$ cat config.mk
export PLATFORM = sky130hd
export DESIGN_NAME = mpwm_top
export DESIGN_NICKNAME = d
export VERILOG_FILES = /design/src/rtl/mpwm_pkg.sv /design/src/rtl/mpwm_presc.sv /design/src/rtl/mpwm_chan.sv /design/src/rtl/mpwm_regs.sv /design/src/rtl/mpwm_top.sv
export SDC_FILE = /design/constraint.sdc
export NUM_CORES = 1
export LEC_CHECK = 0
export ABC_CLOCK_PERIOD_IN_PS = 6600
export BUFFER_PORTS_ARGS = -buffer_cell sky130_fd_sc_hd__buf_2
export CORE_MARGIN = 2
export CORE_UTILIZATION = 40
export CTS_CLUSTER_DIAMETER = 60
export DETAILED_ROUTE_END_ITERATION = 10
export GPL_ROUTABILITY_DRIVEN = 0
export SYNTH_ARGS = -nofsm -noshare
export SYNTH_HDL_FRONTEND = slang
export SYNTH_SLANG_ARGS = --single-unit
export TNS_END_PERCENT = 100
$ cat constraint.sdc
create_clock -name clk -period 6.6 [get_ports clk]
set_input_delay 0.66 -clock clk [delete_from_list [all_inputs] [get_ports clk]]
set_output_delay 0.66 -clock clk [all_outputs]
set_load 0.02 [all_outputs]
$ cat src/rtl/mpwm_pkg.sv
package mpwm_pkg;

    localparam int MAX_CH   = 8;
    localparam int CNT_W    = 16;
    localparam int DSEL_W   = 3;
    localparam int PRE_W    = 11;

    localparam int OFF_CTRL = 'h00;
    localparam int OFF_SET  = 'h04;
    localparam int OFF_CLR  = 'h08;
    localparam int OFF_PUL  = 'h10;
    localparam int OFF_FRM  = 'h20;
    localparam int STRIDE   = 'h20;

    // pulse word: end of active phase in the upper half, start in the lower
    typedef struct packed {
        logic [CNT_W-1:0] stop;
        logic [CNT_W-1:0] start;
    } pul_t;

    // frame word
    typedef struct packed {
        logic [8:0]        rsv;
        logic [DSEL_W-1:0] dsel;
        logic [1:0]        lvl_idle;
        logic [1:0]        lvl_busy;
        logic [CNT_W-1:0]  len;
    } frm_t;

    function automatic int pul_off(input int ch);
        return OFF_PUL + STRIDE * ch;
    endfunction

    function automatic int frm_off(input int ch);
        return OFF_FRM + STRIDE * ch;
    endfunction

    // cycles per tick: codes below 5 double, codes above quadruple
    function automatic logic [PRE_W-1:0] tick_len(input logic [DSEL_W-1:0] code);
        logic [3:0] sh;
        if (code < 3'd5) sh = {1'b0, code};
        else             sh = ({1'b0, code} << 1) - 4'd4;
        return PRE_W'(1) << sh;
    endfunction

endpackage

$ cat src/rtl/mpwm_presc.sv
module mpwm_presc
    import mpwm_pkg::*;
(
    input  logic             clk,
    input  logic             rst_n,
    input  logic             run,
    input  logic [PRE_W-1:0] len,
    output logic             tick
);

    logic [PRE_W-1:0] pre_d, pre_q;

    always_comb begin
        tick  = run && (pre_q >= len - PRE_W'(1));
        pre_d = pre_q + PRE_W'(1);
        if (!run || tick) begin
            pre_d = '0;
        end
    end

    always_ff @(posedge clk or negedge rst_n) begin
        if (!rst_n) pre_q <= '0;
        else        pre_q <= pre_d;
    end

endmodule

$ cat src/rtl/mpwm_chan.sv
module mpwm_chan
    import mpwm_pkg::*;
(
    input  logic clk,
    input  logic rst_n,
    input  logic en,
    input  pul_t stg_pul,
    input  frm_t stg_frm,
    input  logic arm,
    output pul_t com_pul,
    output frm_t com_frm,
    output logic bnd,
    output logic pwm
);

    typedef struct packed {
        logic             armed;
        pul_t             pul;
        frm_t             frm;
        logic [CNT_W-1:0] cnt;
        logic             hold;
    } cst_t;

    cst_t s_d, s_q;
    logic tick;
    logic wrap;
    logic commit;
    logic in_busy;
    logic [1:0] code;
    logic lvl;

    mpwm_presc u_presc (
        .clk  (clk),
        .rst_n(rst_n),
        .run  (en),
        .len  (tick_len(s_q.frm.dsel)),
        .tick (tick)
    );

    always_comb begin
        s_d     = s_q;
        wrap    = tick && (({1'b0, s_q.cnt} + 17'd1) >= {1'b0, s_q.frm.len});
        commit  = s_q.armed && (!en || wrap);

        if (!en || wrap) s_d.cnt = '0;
        else if (tick)   s_d.cnt = s_q.cnt + CNT_W'(1);

        if (commit) begin
            s_d.pul = stg_pul;
            s_d.frm = stg_frm;
        end

        if (arm)         s_d.armed = 1'b1;
        else if (commit) s_d.armed = 1'b0;

        in_busy = (s_q.cnt >= s_q.pul.start) && (s_q.cnt < s_q.pul.stop);
        code    = in_busy ? s_q.frm.lvl_busy : s_q.frm.lvl_idle;
        lvl     = code[1] ? code[0] : s_q.hold;
        s_d.hold = en ? lvl : 1'b0;
    end

    always_ff @(posedge clk or negedge rst_n) begin
        if (!rst_n) s_q <= '0;
        else        s_q <= s_d;
    end

    assign pwm     = en & lvl;
    assign bnd     = wrap;
    assign com_pul = s_q.pul;
    assign com_frm = s_q.frm;

endmodule

$ cat src/rtl/mpwm_regs.sv
module mpwm_regs
    import mpwm_pkg::*;
#(
    parameter int NCH    = 4,
    parameter int ADDR_W = 9
) (
    input  logic              clk,
    input  logic              rst_n,
    input  logic              wr,
    input  logic [ADDR_W-1:0] addr,
    input  logic [31:0]       wdata,
    output logic [NCH-1:0]    en,
    output pul_t [NCH-1:0]    stg_pul,
    output frm_t [NCH-1:0]    stg_frm,
    output logic [NCH-1:0]    arm
);

    typedef struct packed {
        logic [NCH-1:0] en;
        pul_t [NCH-1:0] pul;
        frm_t [NCH-1:0] frm;
    } rst_t;

    rst_t r_d, r_q;

    always_comb begin
        r_d = r_q;
        arm = '0;
        if (wr) begin
            if (addr == ADDR_W'(OFF_SET)) r_d.en = r_q.en | wdata[NCH-1:0];
            if (addr == ADDR_W'(OFF_CLR)) r_d.en = r_q.en & ~wdata[NCH-1:0];
            for (int c = 0; c < NCH; c++) begin
                if (addr == ADDR_W'(pul_off(c))) begin
                    r_d.pul[c] = wdata;
                end
                if (addr == ADDR_W'(frm_off(c))) begin
                    r_d.frm[c]     = wdata;
                    r_d.frm[c].rsv = '0;
                    arm[c]         = 1'b1;
                end
            end
        end
    end

    always_ff @(posedge clk or negedge rst_n) begin
        if (!rst_n) r_q <= '0;
        else        r_q <= r_d;
    end

    assign en      = r_q.en;
    assign stg_pul = r_q.pul;
    assign stg_frm = r_q.frm;

endmodule

$ cat src/rtl/mpwm_top.sv
module mpwm_top
    import mpwm_pkg::*;
#(
    parameter int NCH    = 4,
    parameter int ADDR_W = 9
) (
    input  logic              clk,
    input  logic              rst_n,
    input  logic              bus_wr,
    input  logic [ADDR_W-1:0] bus_addr,
    input  logic [31:0]       bus_wdata,
    output logic [31:0]       bus_rdata,
    output logic [NCH-1:0]    pwm_out
);

    localparam int MAP_TOP = OFF_FRM + STRIDE * (NCH - 1);

    logic [NCH-1:0] ch_en;
    logic [NCH-1:0] ch_arm;
    logic [NCH-1:0] ch_bnd;
    pul_t [NCH-1:0] stg_pul;
    frm_t [NCH-1:0] stg_frm;
    pul_t [NCH-1:0] com_pul;
    frm_t [NCH-1:0] com_frm;

    mpwm_regs #(.NCH(NCH), .ADDR_W(ADDR_W)) u_regs (
        .clk    (clk),
        .rst_n  (rst_n),
        .wr     (bus_wr),
        .addr   (bus_addr),
        .wdata  (bus_wdata),
        .en     (ch_en),
        .stg_pul(stg_pul),
        .stg_frm(stg_frm),
        .arm    (ch_arm)
    );

    for (genvar g = 0; g < NCH; g++) begin : g_ch
        mpwm_chan u_chan (
            .clk    (clk),
            .rst_n  (rst_n),
            .en     (ch_en[g]),
            .stg_pul(stg_pul[g]),
            .stg_frm(stg_frm[g]),
            .arm    (ch_arm[g]),
            .com_pul(com_pul[g]),
            .com_frm(com_frm[g]),
            .bnd    (ch_bnd[g]),
            .pwm    (pwm_out[g])
        );
    end

    always_comb begin
        bus_rdata = '0;
        if (bus_addr == ADDR_W'(OFF_CTRL)) bus_rdata = 32'(ch_en);
        for (int c = 0; c < NCH; c++) begin
            if (bus_addr == ADDR_W'(pul_off(c))) bus_rdata = com_pul[c];
            if (bus_addr == ADDR_W'(frm_off(c))) bus_rdata = com_frm[c];
        end
    end

    initial begin
        if (NCH < 1 || NCH > MAX_CH || MAP_TOP >= (1 << ADDR_W)) begin
            $display("mpwm_top: NCH=%0d does not fit the %0d-bit address map", NCH, ADDR_W);
        end
    end

endmodule

* Yosys cells after proc, flatten, opt, wreduce, memory -nomap -nowiden
Cells that the tools add are included.
** Cells by class
- Order comparisons :: 20
- Shift operators :: 4
- Reduce and logical (&&, ||, !) cells :: 47
- $add $sub $neg :: 20
- Mux-type cells :: 52
- Bitwise gates (word level) :: 7
- Equality and inequality tests :: 10
** Operators by type and width (number)
- 32-bit two-way mux :: 8
- 16-bit two-way mux :: 8
- 16-bit by 1-bit adder with 17-bit output (second input constant) :: 4
- 17-bit by 16-bit >= comparator with 1-bit output :: 4
- 16-bit by 1-bit adder with 16-bit output (second input constant) :: 4
- 16-bit >= comparator :: 4
- 16-bit less-than comparator :: 4
- 11-bit by 1-bit adder with 11-bit output (second input constant) :: 4
- 11-bit >= comparator :: 4
- 11-bit two-way mux :: 4
- 1-bit by 4-bit left shift with 11-bit output (first input constant) :: 4
- 11-bit by 1-bit subtractor with 11-bit output (second input constant) :: 4
- 9-bit by 7-bit == test with 1-bit output (second input constant) :: 4
- 4-bit two-way mux :: 8
- 1-bit two-way mux :: 20
- 9-bit by 6-bit == test with 1-bit output (second input constant) :: 2
- 2-bit AND reduction :: 9
- 2-bit nonzero test :: 9
- 1-bit logical AND :: 16
- 4-bit by 3-bit subtractor with 4-bit output (second input constant) :: 4
- 3-bit less-than comparator (second input constant) :: 4
- 9-bit by 3-bit == test with 1-bit output (second input constant) :: 1
- 9-bit by 4-bit == test with 1-bit output (second input constant) :: 1
- 9-bit by 5-bit == test with 1-bit output (second input constant) :: 1
- other kinds (9) :: 25
** Storage, ports and cells
- Output and inout bits :: 36
- Flip-flop bits (word level) :: 560
- Input bits :: 44

* Depth between registers and ports, before layout
- Word-level depth :: 11
- Gate-level depth with buffers :: 21

* By module
A second synthesis with hierarchy kept.
** Second synthesis, totals
- Cells, all modules :: 3433
- Area total of the unflattened synthesis :: 37810.0 µm²
** By module, submodules not included
- mpwm_chan at g_ch[1].u_chan ... :: cells an instance 566, instances 3, area each 5821.8 µm²
- mpwm_regs :: cells an instance 549, instances 1, area each 8719.6 µm²
- mpwm_chan at g_ch[0].u_chan :: cells an instance 496, instances 1, area each 5477.8 µm²
- mpwm_presc :: cells an instance 101, instances 4, area each 929.6 µm²
- mpwm_top :: cells an instance 286, instances 1, area each 2428.6 µm²

* Least setup slack after synthesis
OpenSTA, ideal clock, no wires.
- Path kind :: register to register
- Start :: register g_ch[0].u_chan.s_q, in the netlist g_ch[0].u_chan.com_frm[21]
- End :: register g_ch[0].u_chan.s_q, in the netlist g_ch[0].u_chan.com_frm[0]
- Arrival time :: 4.100 ns
- Required time :: 6.475 ns
- Path slack :: 2.375 ns
- Stages on the path, launching flop included :: 18
- Period minus slack after synthesis :: 4.225 ns
- Cells stage by stage :: dfrtp_1 inv_1 ha_1 a21oi_1 nand2_1 or3_1 ha_1 o41ai_1 a22oi_1 ha_1 a211oi_1 a211oi_1 or4b_1 clkbuf_1 and3_1 clkbuf_1 buf_2 mux2_2
** Between the ends
- Cells in the longest elaborated chain, start to end :: 9
- Elaborated cells on any way between the ends :: 10
- Those cells by class :: add/sub (2); order compare (2); shift (1); mux (1); reduce/logical (4)
** RTL lines
- from (decl) :: line mpwm_chan.sv:24 : cst_t s_d, s_q;
- from (signal assigned) :: line mpwm_chan.sv:63 : if (!rst_n) s_q <= '0;
- from (signal assigned) :: line mpwm_chan.sv:64 : else s_q <= s_d;
- 4-bit by 3-bit subtractor with 4-bit output / 3-bit less-than comparator (equally long branches) :: line mpwm_pkg.sv:42, mpwm_pkg.sv:41
- 4-bit two-way mux (*) :: line mpwm_pkg.sv:41 : if (code < 3'd5) sh = {1'b0, code};
- 1-bit by 4-bit left shift with 11-bit output (*) :: line mpwm_pkg.sv:43 : return PRE_W'(1) << sh;
- 11-bit by 1-bit subtractor with 11-bit output (*) :: line mpwm_presc.sv:14 : tick = run && (pre_q >= len - PRE_W'(1));
- 11-bit >= comparator (*) :: line mpwm_presc.sv:14
- 1-bit logical AND (*) :: line mpwm_presc.sv:14
- 1-bit logical AND (*) :: line mpwm_chan.sv:42 : wrap = tick && (({1'b0, s_q.cnt} + 17'd1) >= {1'b0, s_q.frm.len});
- 1-bit logical OR (*) :: line mpwm_chan.sv:43 : commit = s_q.armed && (!en || wrap);
- 1-bit logical AND (*) :: line mpwm_chan.sv:43
Mark *: on every way between the ends. The rest lies on a longest branch, timed or not.
A chain may end at the register's enable or synchronous reset.

* Worst setup path in the final report
- Start :: register g_ch[0].u_chan.s_q, in the netlist g_ch[0].u_chan.com_frm[21]
- End :: register g_ch[0].u_chan.s_q, in the netlist g_ch[0].u_chan.com_pul[13]
The elaborated chain is that of the path after synthesis.

==> flow_results.xml <==
<?xml version="1.0" encoding="UTF-8"?>
<metrics>
  <group name="layout">
    <metric name="finalNetCount" unit="">3076</metric>
    <metric name="fin_area" unit="µm²">34300</metric>
    <metric name="final_layout_size_suffix_gt1_share" unit="%">24.3</metric>
    <metric name="area_delta_synth_final" unit="%">12.5</metric>
    <metric name="finalNonFillerCells" unit="">3816</metric>
  </group>
  <group name="cts">
    <metric name="cts_post_setup_buffers_inserted" unit="">0</metric>
    <metric name="clk_pin_slew_worst_paths" unit="ps">60</metric>
    <metric name="cts_buffers" unit="">68</metric>
    <metric name="post_cts_hold_buffer_count" unit="">0</metric>
    <metric name="worstSkewPairLatency" unit="ps">610</metric>
    <metric name="ctsHtreeMaxLevel" unit="">3</metric>
    <metric name="ctsLongestPathBuffers" unit="">3</metric>
    <metric name="cts.sinks" unit="">560</metric>
    <metric name="cts_tree" unit="">yes</metric>
    <metric name="post_cts_resize_count" unit="">0</metric>
    <metric name="clock_tree.root_cell" unit="">clkbuf_16</metric>
  </group>
  <group name="floorplanning">
    <metric name="initial_utilization" unit="%">40.2</metric>
    <metric name="floorplan.die.height" unit="µm">280</metric>
    <metric name="floorplan.core_area" unit="µm²">75700</metric>
    <metric name="standard_cell_row_count" unit="">101</metric>
    <metric name="design.die.area" unit="µm²">78300</metric>
    <metric name="pin_count" unit="">80</metric>
    <metric name="dieWidth" unit="µm">280</metric>
  </group>
  <group name="synth">
    <metric name="flop_and_latch_count_out_of_synthesis" unit="">560</metric>
    <metric name="yosys_warnings" unit="">0</metric>
    <metric name="yosysSeqAreaShare" unit="%">46.0</metric>
    <metric name="synth-compound-area-share" unit="%">9.63</metric>
    <metric name="synth_cell_types" unit="">73</metric>
    <metric name="post_synth_most_frequent_cells" unit="">dfrtp_1 (560), mux2_2 (429), ha_1 (249)</metric>
    <metric name="synth.cell_area" unit="µm²">30500</metric>
    <metric name="avgSynthCellArea" unit="µm²">11.2</metric>
    <metric name="syn_nets" unit="">3016</metric>
    <metric name="synthArstFlopShare" unit="%">100</metric>
    <metric name="netlist.area_leader.share" unit="%">46.0</metric>
    <metric name="synth_area_leaders" unit="">dfrtp_1 (46%), mux2_2 (16%), ha_1 (10%)</metric>
    <metric name="synthXorXnorAreaFrac" unit="%">2.73</metric>
    <metric name="postSynth.topFlopCell" unit="">dfrtp_1</metric>
    <metric name="post_synth_fa_ha_maj_area_fraction" unit="%">10.2</metric>
    <metric name="combinational_family_with_the_most_area_after_synthesis" unit="">multiplexers</metric>
    <metric name="yosysMostFrequentCell" unit="">dfrtp_1</metric>
    <metric name="syn_inst" unit="">2723</metric>
    <metric name="yosys-mux-area-fraction" unit="%">18.4</metric>
    <metric name="synthesized_area_fraction_occupied_by_and_or_nand_nor_cells" unit="%">8.60</metric>
    <metric name="yosysTopAreaCell" unit="">dfrtp_1</metric>
    <metric name="synth_enable_flop_cells" unit="">0</metric>
  </group>
  <group name="global_route">
    <metric name="grt_remaining_overflow" unit="">0</metric>
    <metric name="grt_pass1_vias" unit="">22281</metric>
    <metric name="grtUsageTotal" unit="%">23.3</metric>
    <metric name="grt_max_degree" unit="">177</metric>
    <metric name="antenna_violations_before_repair" unit="">5</metric>
    <metric name="grt_pass1_wl" unit="µm">139000</metric>
  </group>
  <group name="placement">
    <metric name="numPlacedInstances" unit="">3691</metric>
    <metric name="hpwlAfterDp" unit="µm">67300</metric>
    <metric name="dpl_cell_area" unit="µm²">31800</metric>
    <metric name="io_buffer_count" unit="">79</metric>
  </group>
  <group name="timing">
    <metric name="clock_skew" unit="ps">23.7</metric>
    <metric name="period_needed" unit="ps">5630</metric>
    <metric name="max_freq" unit="GHz">0.178</metric>
    <metric name="hold-worst-slack" unit="ps">100</metric>
    <metric name="setup_tns" unit="ps">0</metric>
    <metric name="slew_viol_final" unit="">0</metric>
    <metric name="min_period_over_period" unit="%">85.3</metric>
    <metric name="worst_slew_pin_slew" unit="ps">1250</metric>
    <metric name="rsz_0062_raised_after_global_routing" unit="">no</metric>
    <metric name="timing_hold_violations_final" unit="">0</metric>
    <metric name="slew_headroom" unit="%">16.2</metric>
    <metric name="final_setup_violation_count" unit="">0</metric>
  </group>
  <group name="critical_path">
    <metric name="setup.reg_to_reg.worst_slack" unit="ps">970</metric>
    <metric name="setup.worst_path.class" unit="">register to register</metric>
    <metric name="critical_path_required" unit="ps">7080</metric>
    <metric name="setup.worst_path.start_class" unit="">register</metric>
    <metric name="critical_path_maximum_fanout" unit="">47</metric>
    <metric name="timing.critical_path.arrival" unit="ps">6120</metric>
    <metric name="crit_path_capture" unit="">g_ch[0].u_chan.com_pul[13]$_DFFE_PN0P_</metric>
    <metric name="crit_path_end_kind" unit="">register</metric>
    <metric name="regToRegStartpoint" unit="">g_ch[0].u_chan.com_frm[21]$_DFFE_PN0P_</metric>
    <metric name="r2r_cells" unit="">16</metric>
    <metric name="crit_path_start" unit="">g_ch[0].u_chan.com_frm[21]$_DFFE_PN0P_</metric>
    <metric name="timing.rr.end" unit="">g_ch[0].u_chan.com_pul[13]$_DFFE_PN0P_</metric>
  </group>
  <group name="power">
    <metric name="worst_ir_drop_vdd" unit="mV">0.155</metric>
    <metric name="cellPowerDensity" unit="nW/µm²">225</metric>
    <metric name="power" unit="µW">7720</metric>
    <metric name="power_leakage" unit="µW">0.0167</metric>
  </group>
  <group name="routing">
    <metric name="drtPass1Iterations" unit="">7</metric>
    <metric name="vias_per_cell" unit="">5.82</metric>
    <metric name="routed_wirelength" unit="µm">91300</metric>
    <metric name="drt_iter0_drc" unit="">2169</metric>
    <metric name="vias" unit="">22202</metric>
    <metric name="detail-route-antenna-nets" unit="">0</metric>
    <metric name="drc" unit="">0</metric>
    <metric name="routedWlPerCell" unit="µm">23.9</metric>
  </group>
  <group name="flow_run">
    <metric name="timing.max_cap.violations" unit="">0</metric>
  </group>
  <group name="status">
    <metric name="run_status" unit="">finished clean</metric>
  </group>
  <group name="min_path">
    <metric name="min_path_type" unit="">input pin to asynchronous set/reset pin</metric>
  </group>
</metrics>
registers in the layout, summed over array words and instances, names as in the netlist, named ones only:
register,count
g_ch.u_chan.s_q,72
g_ch.u_chan.com_frm,92
g_ch.u_chan.com_pul,128
u_regs.stg_frm,92
g_ch.u_chan.u_presc.pre_q,44
u_regs.stg_pul,128
cell families (layout without fill, tap and decap cells):
group,count (synthesis),in the layout
XOR/XNOR,95,95
flip-flops,560,560
AND/OR/NAND/NOR,549,549
buffers and inverters,330,444
adder cells (fa/ha/maj),249,249
AO/OA/AOI/OAI,443,443
other,1,2
multiplexers,496,496
cell type report:
| type | instances | area (µm²) |
|---|---|---|
| timing repair buffer | 103 | 638 |
| antenna | 1 | 2.50 |
| multi-input combinational | 1833 | 15200 |
| tap | 978 | 1220 |
| clock inverter | 35 | 489 |
| fill | 6862 | 41400 |
| sequential | 560 | 14000 |
| clock buffer | 89 | 1920 |
| inverter | 217 | 815 |
report_power, final:
part           switching [µW]  total [µW]  internal [µW]
combinational             152         210           58.3
sequential               19.4        3490           3470
clock                    1540        4010           2470
placed cells by master (no fill, tap or decap), types with 28 or more instances in the layout:
master / instances
xor2_1: 48
ha_1: 249
a22o_1: 29
buf_2: 77
xnor2_1: 47
nand4_1: 32
nor2_1: 128
o21ai_0: 113
o22ai_1: 28
mux2_2: 429
a21oi_1: 87
inv_1: 217
dfrtp_1: 560
mux2i_1: 46
nand3_1: 78
clkbuf_16: 71
nand2_1: 171
critical path, cell delays in order (launching register included):
cell and delay (ps):
dfrtp_1 590, inv_1 160, ha_1 230, a21oi_1 450
nand2_1 190, or3_1 350, ha_1 300, xor2_1 200
ha_1 310, nand2_1 50, o21ai_0 200, nand4_1 150
a211oi_1 350, or4b_1 710, and3_2 530, buf_12 310
mux2_2 380
per-layer routing:
| layer | routed length [µm] | global-route usage, % |
|---|---|---|
| met1 | 40300 | 32.3 |
| met4 | 3380 | 8.46 |
| met3 | 6010 | 3.99 |
| met5 | 23 | 0 |
| met2 | 41600 | 36.7 |
stage by stage:
| stage | util [%] | setup slack (ps) |
|---|---|---|
| finish | 45.3 | 969 |
| global placement | 42.1 | 1430 |
| CTS | 45.3 | 1030 |
| floorplan | - | 2370 |
| detailed placement | 42.1 | 1100 |
| global route | 45.3 | 594 |
worst min-delay path by stage:
stage                                        endpoint  slack (ps)
3_5_place_dp       g_ch[0].u_chan.s_q[81]$_DFFE_PN0P_         470
2_1_floorplan              asynchronous set/reset pin         360
6_report       g_ch[0].u_chan.com_frm[14]$_DFFE_PN0P_         100
3_3_place_gp       g_ch[0].u_chan.s_q[81]$_DFFE_PN0P_         460
5_1_grt             g_ch[0].u_chan.s_q[9]$_DFFE_PN0P_         160
4_1_cts         g_ch[0].u_chan.com_pul[8]$_DFFE_PN0P_         110
(Power assumes the default switching activity.)
